===== src/rtl/bl_pwm_pkg.sv =====
package bl_pwm_pkg;
  localparam int CMP_W  = 8;       // compare and counter width
  localparam int PS_W   = 3;       // prescale field width
  localparam int PS_MAX = 6;       // largest legal prescale
  localparam int PRE_W  = PS_MAX;  // prescale counter width (up to 2^6-1)

  typedef struct packed {
    logic [CMP_W-1:0] cmp;
    logic             pol_normal;
    logic [PS_W-1:0]  ps;
  } pwm_cfg_t;

  localparam pwm_cfg_t CFG_RESET = '{cmp: '0, pol_normal: 1'b1, ps: '0};
endpackage


===== src/rtl/bl_pwm_clksrc.sv =====
module bl_pwm_clksrc #(
  parameter int SLOW_DIV = 4
) (
  input  logic clk,
  input  logic rst_n,
  input  logic sel_fast,
  output logic tick
);
  logic slow_pulse;

  generate
    if (SLOW_DIV <= 1) begin : g_nodiv
      assign slow_pulse = 1'b1;
    end else begin : g_div
      localparam int DW = $clog2(SLOW_DIV);
      localparam logic [DW-1:0] LAST = DW'(SLOW_DIV - 1);
      logic [DW-1:0] div_q;

      always_ff @(posedge clk) begin
        if (!rst_n)              div_q <= '0;
        else if (div_q == LAST)  div_q <= '0;
        else                     div_q <= div_q + 1'b1;
      end
      assign slow_pulse = (div_q == LAST);

      p_slow_gap_r6: assert property (@(posedge clk) disable iff (!rst_n)
        slow_pulse |=> !slow_pulse);
    end
  endgenerate

  assign tick = sel_fast | slow_pulse;
endmodule


===== src/rtl/bl_pwm_handshake.sv =====
module bl_pwm_handshake #(
  parameter int DELAY = 2
) (
  input  logic clk,
  input  logic rst_n,
  input  logic tick,
  input  logic en_stb,
  input  logic dis_stb,
  output logic running
);
  logic             req_q;
  logic [DELAY-1:0] stg_q;

  // stop wins over start when both arrive together
  always_ff @(posedge clk) begin
    if (!rst_n)       req_q <= 1'b0;
    else if (dis_stb) req_q <= 1'b0;
    else if (en_stb)  req_q <= 1'b1;
  end

  for (genvar i = 0; i < DELAY; i++) begin : g_stage
    logic d;
    if (i == 0) begin : g_first
      assign d = req_q;
    end else begin : g_next
      assign d = stg_q[i-1];
    end
    always_ff @(posedge clk) begin
      if (!rst_n)    stg_q[i] <= 1'b0;
      else if (tick) stg_q[i] <= d;
    end
  end

  assign running = stg_q[DELAY-1];

  p_status_on_tick_r8: assert property (@(posedge clk) disable iff (!rst_n)
    (running != $past(running)) |-> $past(tick));

  p_stop_wins_r7: assert property (@(posedge clk) disable iff (!rst_n)
    dis_stb |=> !req_q);
endmodule


===== src/rtl/bl_pwm_core.sv =====
module bl_pwm_core
  import bl_pwm_pkg::*;
(
  input  logic     clk,
  input  logic     rst_n,
  input  logic     tick,
  input  logic     run,
  input  pwm_cfg_t cfg,
  output logic     pwm_out
);
  pwm_cfg_t         sh_q;
  logic [CMP_W-1:0] cnt_q;
  logic [PRE_W-1:0] pre_q;
  logic [PRE_W-1:0] pre_lim;
  logic             step, wrap, active;

  // limit = 2^ps - 1, built as a thermometer mask
  always_comb begin
    for (int b = 0; b < PRE_W; b++) pre_lim[b] = (b < int'(sh_q.ps));
  end

  assign step = run && tick && (pre_q == pre_lim);
  assign wrap = step && (cnt_q == '1);

  always_ff @(posedge clk) begin
    if (!rst_n) begin
      cnt_q <= '0;
      pre_q <= '0;
    end else if (!run) begin
      cnt_q <= '0;
      pre_q <= '0;
    end else if (step) begin
      cnt_q <= cnt_q + 1'b1;
      pre_q <= '0;
    end else if (tick) begin
      pre_q <= pre_q + 1'b1;
    end
  end

  // shadow follows live config while stopped, reloads only at a wrap while running
  always_ff @(posedge clk) begin
    if (!rst_n)              sh_q <= CFG_RESET;
    else if (!run || wrap)   sh_q <= cfg;
  end

  assign active  = run && (cnt_q < sh_q.cmp);
  assign pwm_out = sh_q.pol_normal ? active : !active;

  p_hold_zero_r9: assert property (@(posedge clk) disable iff (!rst_n)
    !run |=> (cnt_q == '0 && pre_q == '0));

  p_pre_bound_r3: assert property (@(posedge clk) disable iff (!rst_n)
    pre_q <= pre_lim);

  p_shadow_hold_r10: assert property (@(posedge clk) disable iff (!rst_n)
    (run && $past(run) && !$past(wrap)) |-> $stable(sh_q));
endmodule


===== src/rtl/bl_pwm_top.sv =====
module bl_pwm_top
  import bl_pwm_pkg::*;
#(
  parameter int SLOW_DIV   = 4,
  parameter int STAT_DELAY = 2
) (
  input  logic        clk,
  input  logic        rst_n,
  input  logic        src_sel_fast,
  input  logic        cfg_we,
  input  logic [15:0] cfg_wdata,
  input  logic        en_stb,
  input  logic        dis_stb,
  output logic        running,
  output logic        pwm_out
);
  pwm_cfg_t cfg_q, cfg_new;
  logic     tick;
  logic     unused_bits;

  assign cfg_new.cmp        = cfg_wdata[15:8];
  assign cfg_new.pol_normal = cfg_wdata[4];
  assign cfg_new.ps         = cfg_wdata[2:0];
  assign unused_bits        = ^{cfg_wdata[7:5], cfg_wdata[3]};

  always_ff @(posedge clk) begin
    if (!rst_n)                                      cfg_q <= CFG_RESET;
    else if (cfg_we && int'(cfg_new.ps) <= PS_MAX)   cfg_q <= cfg_new;
  end

  bl_pwm_clksrc #(.SLOW_DIV(SLOW_DIV)) u_clksrc (
    .clk(clk), .rst_n(rst_n), .sel_fast(src_sel_fast), .tick(tick));

  bl_pwm_handshake #(.DELAY(STAT_DELAY)) u_hs (
    .clk(clk), .rst_n(rst_n), .tick(tick),
    .en_stb(en_stb), .dis_stb(dis_stb), .running(running));

  bl_pwm_core u_core (
    .clk(clk), .rst_n(rst_n), .tick(tick), .run(running),
    .cfg(cfg_q), .pwm_out(pwm_out));

  p_ps_legal_r2: assert property (@(posedge clk) disable iff (!rst_n)
    int'(cfg_q.ps) <= PS_MAX);

  p_bad_write_kept_r2: assert property (@(posedge clk) disable iff (!rst_n)
    (cfg_we && cfg_wdata[2:0] == 3'd7) |=> $stable(cfg_q));
endmodule


===== config.mk =====
export PLATFORM = sky130hd
export DESIGN_NAME = bl_pwm_top
export DESIGN_NICKNAME = d
export VERILOG_FILES = /design/src/rtl/bl_pwm_pkg.sv /design/src/rtl/bl_pwm_clksrc.sv /design/src/rtl/bl_pwm_handshake.sv /design/src/rtl/bl_pwm_core.sv /design/src/rtl/bl_pwm_top.sv
export SDC_FILE = /design/constraint.sdc
export NUM_CORES = 1
export LEC_CHECK = 0
export BUFFER_PORTS_ARGS = -buffer_cell sky130_fd_sc_hd__buf_2
export CAP_MARGIN = 10
export CORE_MARGIN = 10
export CORE_UTILIZATION = 52
export DETAILED_ROUTE_END_ITERATION = 16
export GPL_ROUTABILITY_DRIVEN = 0
export PLACE_DENSITY_LB_ADDON = 0.25
export SYNTH_ARGS = -nofsm -noshare
export SYNTH_HDL_FRONTEND = slang
export SYNTH_SLANG_ARGS = --single-unit

===== constraint.sdc =====
create_clock -name clk -period 2 [get_ports clk]
set_clock_uncertainty 0.2 [all_clocks]
set_input_delay 0.2 -clock clk [delete_from_list [all_inputs] [get_ports clk]]
set_output_delay 0.2 -clock clk [all_outputs]
set_load 0.02 [all_outputs]

==> results of run 1 <==
flip-flops by register name (all words and copies together) (netlist names):
name / count
cfg_q: 12
u_clksrc.g_div.div_q: 2
u_core.cnt_q: 8
u_core.pre_q: 6
u_core.sh_q: 12
u_hs.g_stage.d: 2
u_hs.running: 1
per-layer routing:
layer | vias up | part of all wire | GRT usage
li1 | 956 | - | -
met1 | 881 | 0.45 | 0.1673
met2 | 46 | 0.48 | 0.2467
met3 | 9 | 0.048 | 0.04785
met4 | 0 | 0.018 | 0.05479
met5 | - | 0 | 0
cell families after synthesis:
logic type	Yosys count	share of synthesized area
flip-flops	43	0.4042
AND/OR/NAND/NOR	91	0.2074
AO/OA/AOI/OAI	43	0.1351
buffers and inverters	24	0.05347
adder cells (fa/ha/maj)	10	0.05875
XOR/XNOR	8	0.03290
multiplexers	23	0.1081
power groups by stage:
| stage | Clock, mW | Combinational (mW) | Sequential, mW |
|---|---|---|---|
| final | 0.739 | 0.228 | 0.911 |
| after global placement | 0 | 0.171 | 0.929 |
| after floorplan | 0 | 0.125 | 0.926 |
| after CTS | 0.736 | 0.207 | 0.911 |
| after detailed placement | 0 | 0.174 | 0.930 |
| after global routing | 0.771 | 0.249 | 0.915 |
cells in the mapped netlist (4+ instances only):
master	n
a21o_1	5
xor2_1	5
dfxtp_1	43
nor2b_1	10
inv_1	10
nand3_1	4
nor2_1	10
nand2_1	39
nor3_1	8
o21ai_0	10
ha_1	10
mux2i_1	23
clkbuf_1	10
a21oi_1	8
worst min path at each step:
stage	endpoint	slack, ns
finish	cfg_q[0]$_SDFFE_PN0P_	0.02
global route	cfg_q[0]$_SDFFE_PN0P_	0.03
CTS	cfg_q[0]$_SDFFE_PN0P_	0.006
detailed placement	u_hs.g_stage[0].d$_SDFFE_PP0P_	0.16
global placement	u_hs.g_stage[0].d$_SDFFE_PP0P_	0.16
floorplan	u_hs.g_stage[0].d$_SDFFE_PP0P_	0.08
worst max-delay path, stage by stage, from the launching register on:
cell      delay, ns
dfxtp_2        0.34
inv_2          0.05
ha_4           0.23
a21o_1         0.15
a211o_1        0.28
a21o_1         0.19
a311oi_4       0.26
buf_6          0.15
area by class of cell:
class / count / area (µm²) / area share
timing repair buffer: 66 / 535.5 / 0.1780
multi-input combinational: 175 / 1385 / 0.4603
inverter: 10 / 37.54 / 0.01247
sequential: 43 / 867.1 / 0.2881
clock buffer: 6 / 82.58 / 0.02744
tap: 50 / 62.56 / 0.02079
clock inverter: 2 / 38.79 / 0.01289
what timing repair did:
item	CTS	global route
hold endpoints to repair	13	0
buffers inserted	2	3
pin swaps	22	5
setup endpoints to repair	14	27
gates resized for setup	31	11
hold buffers	15	0
stage by stage:
step                      std cells  hold slack (ns)  TNS (ns)  worst slack [ns]    util
after floorplan                 242          0.07615   -0.1222          -0.04134       -
after global placement          324           0.1650   -0.9359           -0.1065  0.6254
after detailed placement        324           0.1638    -1.378           -0.1565  0.6254
after CTS                       349         0.005989    -2.692           -0.3639  0.7357
after global routing            352          0.02826    -3.414           -0.4030  0.7577
final                           352          0.01812    -2.124           -0.3485  0.7577
==> impl_metrics.tcl, run 1 <==
set metrics [dict create \
    status "finished, violations left" \
    violations "negative setup slack" \
    maxSlewViolCount 0 \
    reg2reg_depth 6 \
    yosys_warnings 0 \
    yosys.area.top_type_share 0.4042 \
    rsz0062_at_grt "true" \
    cts_sinks 43 \
    viasPerCell 5.375 \
    maxCapViolCount 0 \
    power_mw 1.878 \
    hp-class "in2reg" \
    startpoint_type "flop" \
    synth_cell_types 40 \
    synth_edf_count 0 \
    swShare 0.2443 \
    min_period_ns 2.349 \
    globalRouteOverflowTotal 0 \
    relSlewSlack 0.5324 \
    ys_seq_elements 43 \
    r2r-end "u_core.cnt_q[7]$_SDFFE_PN0P_" \
    grt_usage 0.1466 \
    nNetsFinal 333 \
    r2r_start "u_clksrc.g_div.div_q[0]$_SDFF_PP0_" \
    worstHoldStart "cfg_we" \
    fin_area_um2 3009 \
    syn-cell-area_um2 2130 \
    htree_levels 2 \
    io-pin-count 24 \
    grt_pass1_wl_mm 8.742 \
    power.switching_mw 0.4587 \
    synth_area_leaders "dfxtp_1, mux2i_1, nand2_1" \
    path_class "reg2out" \
    die_h_um 84.00 \
    crit_arrival_ns 1.95 \
    firstDrtPassIters 4 \
    fin_ws_ns -0.3485 \
    cts_buffers 5 \
    cts_root_buf "clkbuf_8" \
    dp_hpwl_mm 3.222 \
    max_freq_mhz 425.8 \
    endpoint_kind "output port" \
    layout_commonest_cell "nand2_1" \
    syn-num-nets 274 \
    required_ns 1.60 \
    rows 23 \
    place_area_um2 2484 \
    fill_cells 259 \
    pwr-share-seq 0.485 \
    cts_buffer_depth 2 \
    dieArea_um2 7055 \
    setup_viol 26 \
    clkTransAtPathRegs_ns 0.09 \
    synth_top_area_cell "dfxtp_1" \
    worstSetupStartpoint "u_core.sh_q[8]$_SDFFE_PN0P_" \
    leakage_nw 1.185 \
    holdPathStages 3 \
    coreArea_um2 3971 \
    antenna_found_initial 0 \
    combPwrFrac 0.122 \
    drt_iter0_drc 125 \
    crit_path_max_fanout 2 \
    cts_tree "yes" \
    ant_nets 0 \
    initial_core_util 0.5362 \
    powerDensity_nw_per_um2 624.0 \
    grt_max_degree 18 \
    r2r_setup_slack_ns -0.13 \
    ys_seq_area_frac 0.4042 \
    async_flop_share 0 \
    synth_top_flop_cell "dfxtp_1" \
    port_buffers 19 \
    vias 1892 \
    finalHoldViolations 0 \
    clk_latency_ns 0.30 \
    grt_pass1_vias 1928 \
    die_w_um 84.00 \
    internal-power_mw 1.419 \
    power.share.clock 0.393 \
    synthCells 242 \
    drc 0 \
    wl_per_cell_um 14.78 \
    syn2layout_area_growth_pct 41.30 \
    timing.final.crit_share 1.174 \
    worst_slew_pin_slew_ns 0.6996 \
    drive_above_1_share 0.3079 \
    drt_wl_total_mm 5.203 \
    avgSynthCellArea_um2 8.800 \
    vdd_drop_max_v 0.0005479 \
    diodes 0 \
    final_cell_mix "nand2_1, dfxtp_1, buf_4" \
    endpoint "pwm_out" \
]
Note: power is estimated with default switching activity, not from simulation.
==> run 2: changes to the inputs <==
CORE_UTILIZATION = 54   (was 52)
CTS_BUF_LIST = sky130_fd_sc_hd__clkbuf_8   (was not set)
==> impl_metrics.tcl, run 2 (synthesized netlist as in run 1, its figures left out) <==
set metrics [dict create \
    coreArea_um2 3744 \
    vias 1930 \
    crit_arrival_ns 1.96 \
    wl_per_cell_um 16.30 \
    required_ns 1.60 \
    worst_slew_pin_slew_ns 0.6077 \
    holdWs_ns 0.05100 \
    rsz0062_at_grt "true" \
    clkTransAtPathRegs_ns 0.09 \
    viasPerCell 5.562 \
    cts_buffers 5 \
    port_buffers 19 \
    dieArea_um2 6856 \
    endpoint_kind "output port" \
    relSlewSlack 0.5939 \
    power_mw 1.850 \
    rows 22 \
    maxSlewViolCount 0 \
    setup_viol 15 \
    syn2layout_area_growth_pct 41.95 \
    grt_usage 0.1431 \
    fill_cells 223 \
    drt_iter0_drc 111 \
    finalNonFillerCells 347 \
    ant_nets 0 \
    final_cell_mix "nand2_1, dfxtp_1, mux2i_1, buf_4, buf_2" \
    io-pin-count 24 \
    startpoint_type "flop" \
    cts_sinks 43 \
    status "finished, violations left" \
    drc 0 \
    path_class "reg2out" \
    globalRouteOverflowTotal 0 \
    top_regs "cfg_q x12, u_core.sh_q x12, u_core.cnt_q x8" \
    nNetsFinal 330 \
    grt_pass1_wl_mm 8.383 \
    powerDensity_nw_per_um2 611.9 \
    violations "negative setup slack" \
    min_period_ns 2.355 \
    cts_tree "yes" \
    cts_root_buf "clkbuf_8" \
    crit_path_max_fanout 2 \
    grt_max_degree 29 \
    diodes 0 \
    hp-class "in2reg" \
    cts_buffer_depth 2 \
    drive_above_1_share 0.3344 \
    antenna_found_initial 0 \
    timing.final.crit_share 1.178 \
    layout_commonest_cell "nand2_1" \
    dp_hpwl_mm 3.165 \
    clk_latency_ns 0.30 \
    initial_core_util 0.5689 \
    grt_pass1_vias 1795 \
    firstDrtPassIters 4 \
    vdd_drop_max_v 0.0008541 \
    drt_wl_total_mm 5.656 \
    max_freq_mhz 424.6 \
    tns_ns -1.916 \
    finalHoldViolations 0 \
    leakage_nw 1.187 \
    post-place-cells 319 \
    htree_levels 2 \
    maxCapViolCount 0 \
    die_w_um 82.80 \
    fin_ws_ns -0.3553 \
    die_h_um 82.80 \
]
==> run 2: cell types whose count changed in the layout (fill, tap and decap cells not counted), sizes merged <==
cell / before / now
buf: 51 / 46
clkinv: 0 / 1
dlygate4sd3: 15 / 16
==> run 2: worst paths after layout <==
path                            slack [ns]  cells after the start                               start                            endpoint
worst max-delay path                 -0.36                      7         u_core.sh_q[7]$_SDFFE_PN0P_                             pwm_out
worst min-delay path                  0.05                      3                               rst_n         u_core.sh_q[0]$_SDFFE_PN0P_
worst max register to register       -0.20                      5         u_core.sh_q[2]$_SDFFE_PN0P_        u_core.cnt_q[3]$_SDFFE_PN0P_
worst min register to register        0.23                      1  u_clksrc.g_div.div_q[0]$_SDFF_PP0_  u_clksrc.g_div.div_q[0]$_SDFF_PP0_
==> run 2: final cells by class <==
| class | count | area [µm²] | area share |
|---|---|---|---|
| clock buffer | 5 | 68.82 | 0.02276 |
| clock inverter | 3 | 47.55 | 0.01573 |
| inverter | 10 | 37.54 | 0.01242 |
| multi-input combinational | 175 | 1414 | 0.4677 |
| sequential | 43 | 878.3 | 0.2906 |
| tap | 48 | 60.06 | 0.01987 |
| timing repair buffer | 63 | 516.7 | 0.1709 |
==> run 2: layer usage <==
layer	track usage	wire (µm)	vias to the layer above
met2	0.2437	2894	55
met4	0.04615	126	0
met5	0	0	-
met3	0.04297	259	15
li1	-	-	954
met1	0.1659	2376	906
==> run 2: where the power goes <==
group	total [mW]	internal, mW	switching, mW
registers	0.915	0.890	0.0245
logic	0.225	0.114	0.112
clock network	0.710	0.379	0.331
==> run 2: critical path, stage by stage (launching register included) <==
cell and delay [ns]:
dfxtp_2 0.34, inv_1 0.06, ha_1 0.20, a21o_1 0.19
a211o_1 0.27, a21o_1 0.18, a311oi_4 0.26, buf_6 0.15
==> run 2: repair_timing <==
| action | 4_1_cts | 5_1_grt |
|---|---|---|
| hold endpoints to repair | 12 | 0 |
| pin swaps | 16 | 12 |
| hold buffers | 16 | 0 |
| resized for setup | 26 | 28 |
| setup endpoints to repair | 27 | 27 |
| buffers inserted | 0 | 3 |
| cloned | 0 | 1 |
==> run 2: stage by stage <==
step | setup slack (ns) | utilization | instance area (µm²)
2_1_floorplan | -0.04134 | - | 2196
3_3_place_gp | -0.1155 | 0.6568 | 2459
3_5_place_dp | -0.1616 | 0.6568 | 2459
4_1_cts | -0.3515 | 0.7607 | 2848
5_1_grt | -0.4561 | 0.8075 | 3023
6_report | -0.3553 | 0.8075 | 3023
==> run 3: changes to the inputs <==
CORE_UTILIZATION = 60   (was 54)
CTS_CLUSTER_DIAMETER = 200   (was not set)
clock period = 2.2 ns   (was 2 ns; I/O delays follow)
==> impl_metrics.tcl, run 3 (synthesized netlist as in run 1, its figures left out) <==
set metrics [dict create \
    firstDrtPassIters 4 \
    die_w_um 79.58 \
    layout_commonest_cell "nand2_1" \
    min_period_ns 2.326 \
    nNetsFinal 311 \
    critPathMostFrequentCell "a21o_1" \
    final_core_util 0.7623 \
    ant_nets 0 \
    drc 0 \
    combPwrFrac 0.110 \
    globalRouteOverflowTotal 0 \
    fin_ws_ns -0.1263 \
    tns_ns -0.1263 \
    fin_area_um2 2584 \
    dp_slack_ns -0.01293 \
    power.switching_mw 0.3886 \
    dieArea_um2 6332 \
    cts_sinks 43 \
    rows 21 \
    rsz0062_at_grt "true" \
    startpoint_type "flop" \
    cts_buffers 5 \
    hp-class "in2reg" \
    dp_hpwl_mm 2.916 \
    port_buffers 19 \
    wl_per_cell_um 14.51 \
    finalHoldViolations 0 \
    coreArea_um2 3390 \
    grt_pass1_wl_mm 8.273 \
    crit_arrival_ns 1.91 \
    cts_tree "yes" \
    viasPerCell 5.577 \
    pwr-share-seq 0.537 \
    required_ns 1.78 \
    die_h_um 79.58 \
    internal-power_mw 1.151 \
    relSlewSlack 0.6692 \
    violations "negative setup slack" \
    grt_max_degree 42 \
    clk_latency_ns 0.30 \
    power_mw 1.539 \
    endpoint_kind "output port" \
    place_area_um2 2302 \
    crit_path_max_fanout 4 \
    htree_levels 2 \
    final_cell_mix "nand2_1, dfxtp_1, mux2i_1" \
    io-pin-count 24 \
    crit_path_max_incr_delay_ns 0.40 \
    max_freq_mhz 429.9 \
    drt_wl_total_mm 4.731 \
    swShare 0.2525 \
    drive_above_1_share 0.2214 \
    setup_viol 1 \
    clkTransAtPathRegs_ns 0.08 \
    top_regs "cfg_q x12, u_core.sh_q x12, u_core.cnt_q x8" \
    worstPathCellList "ha_4 > a21o_1 > a211o_1 > a21o_1 > a311oi_2 > buf_4" \
    cts_root_buf "clkbuf_8" \
    timing.final.crit_share 1.057 \
    syn2layout_area_growth_pct 21.33 \
    diodes 0 \
    status "finished, violations left" \
    path_class "reg2out" \
    powerDensity_nw_per_um2 595.8 \
    vdd_drop_max_v 0.0007591 \
    maxCapViolCount 0 \
    drt_iter0_drc 166 \
    leakage_nw 1.025 \
    maxSlewViolCount 0 \
    crit_slowest_cell "dfxtp_2" \
    grt_usage 0.1612 \
    initial_core_util 0.6283 \
    antenna_found_initial 0 \
    grt_pass1_vias 1794 \
    vias 1818 \
    worst_slew_pin_slew_ns 0.4950 \
    cts_buffer_depth 2 \
    power.share.clock 0.352 \
]
-- run 3: changes by cell type in the layout (fill, tap and decap cells not counted), sizes merged --
| cell | before | now |
|---|---|---|
| inv | 11 | 10 |
| dlygate4sd3 | 16 | 11 |
| bufinv | 1 | 0 |
| buf | 46 | 33 |
| clkinvlp | 0 | 1 |
-- run 3: metrics by stage --
stage                     instances  hold WS (ns)
after CTS                       325       0.01645
after floorplan                 242       0.09615
final                           326      0.009225
after global placement          305        0.1833
after global routing            326       0.04336
after detailed placement        305        0.1846
-- run 3: area by class of cell --
type / count / area, µm²
fillers: 222 / 805.8
repair buffers: 44 / 316.6
clock buffers: 6 / 82.58
clock inverters: 2 / 16.27
multi-input cells: 175 / 1197
inverters: 10 / 37.54
well taps: 46 / 57.56
flip-flops and latches: 43 / 875.8
-- run 3: final timing paths --
| path | cells after the start | start | slack (ns) | endpoint |
|---|---|---|---|---|
| max | 6 | u_core.cnt_q[4]$_SDFFE_PN0P_ | -0.13 | pwm_out |
| min reg2reg | 2 | cfg_q[10]$_SDFFE_PN0P_ | 0.26 | u_core.sh_q[10]$_SDFFE_PN0P_ |
| max reg2reg | 6 | u_core.pre_q[3]$_SDFFE_PP0N_ | 0.06 | u_core.cnt_q[0]$_SDFFE_PN0P_ |
| min | 3 | cfg_wdata[2] | 0.009 | cfg_q[2]$_SDFFE_PN0P_ |
-- run 3: what timing repair did --
action,in CTS,in global routing
hold endpoints to repair,10,0
endpoints found under the setup margin,3,10
buffers inserted,1,1
pin swaps,3,7
hold buffers,11,0
cloned,0,0
gates resized for setup,12,9
-- run 3: power by group through the flow --
stage / clock network, mW / registers, mW / logic [mW]
after global routing: 0.577 / 0.830 / 0.192
after CTS: 0.544 / 0.825 / 0.162
after floorplan: 0 / 0.838 / 0.105
final: 0.542 / 0.827 / 0.170
after detailed placement: 0 / 0.843 / 0.144
after global placement: 0 / 0.841 / 0.138
-- run 3: worst max-delay path: cells and delay by family (launching register included) --
family          cells  cell delay (ns)
buf+inv             1             0.18
fa+ha+maj           1             0.22
compound gates      4             0.82
flops               1             0.40
-- run 3: layer usage --
| metal | vias to the layer above | track usage | share of wire |
|---|---|---|---|
| met5 | - | 0 | 0 |
| met4 | 0 | 0.06272 | 0.019 |
| met3 | 9 | 0.04955 | 0.051 |
| met2 | 43 | 0.2678 | 0.49 |
| met1 | 847 | 0.1884 | 0.44 |
| li1 | 919 | - | - |
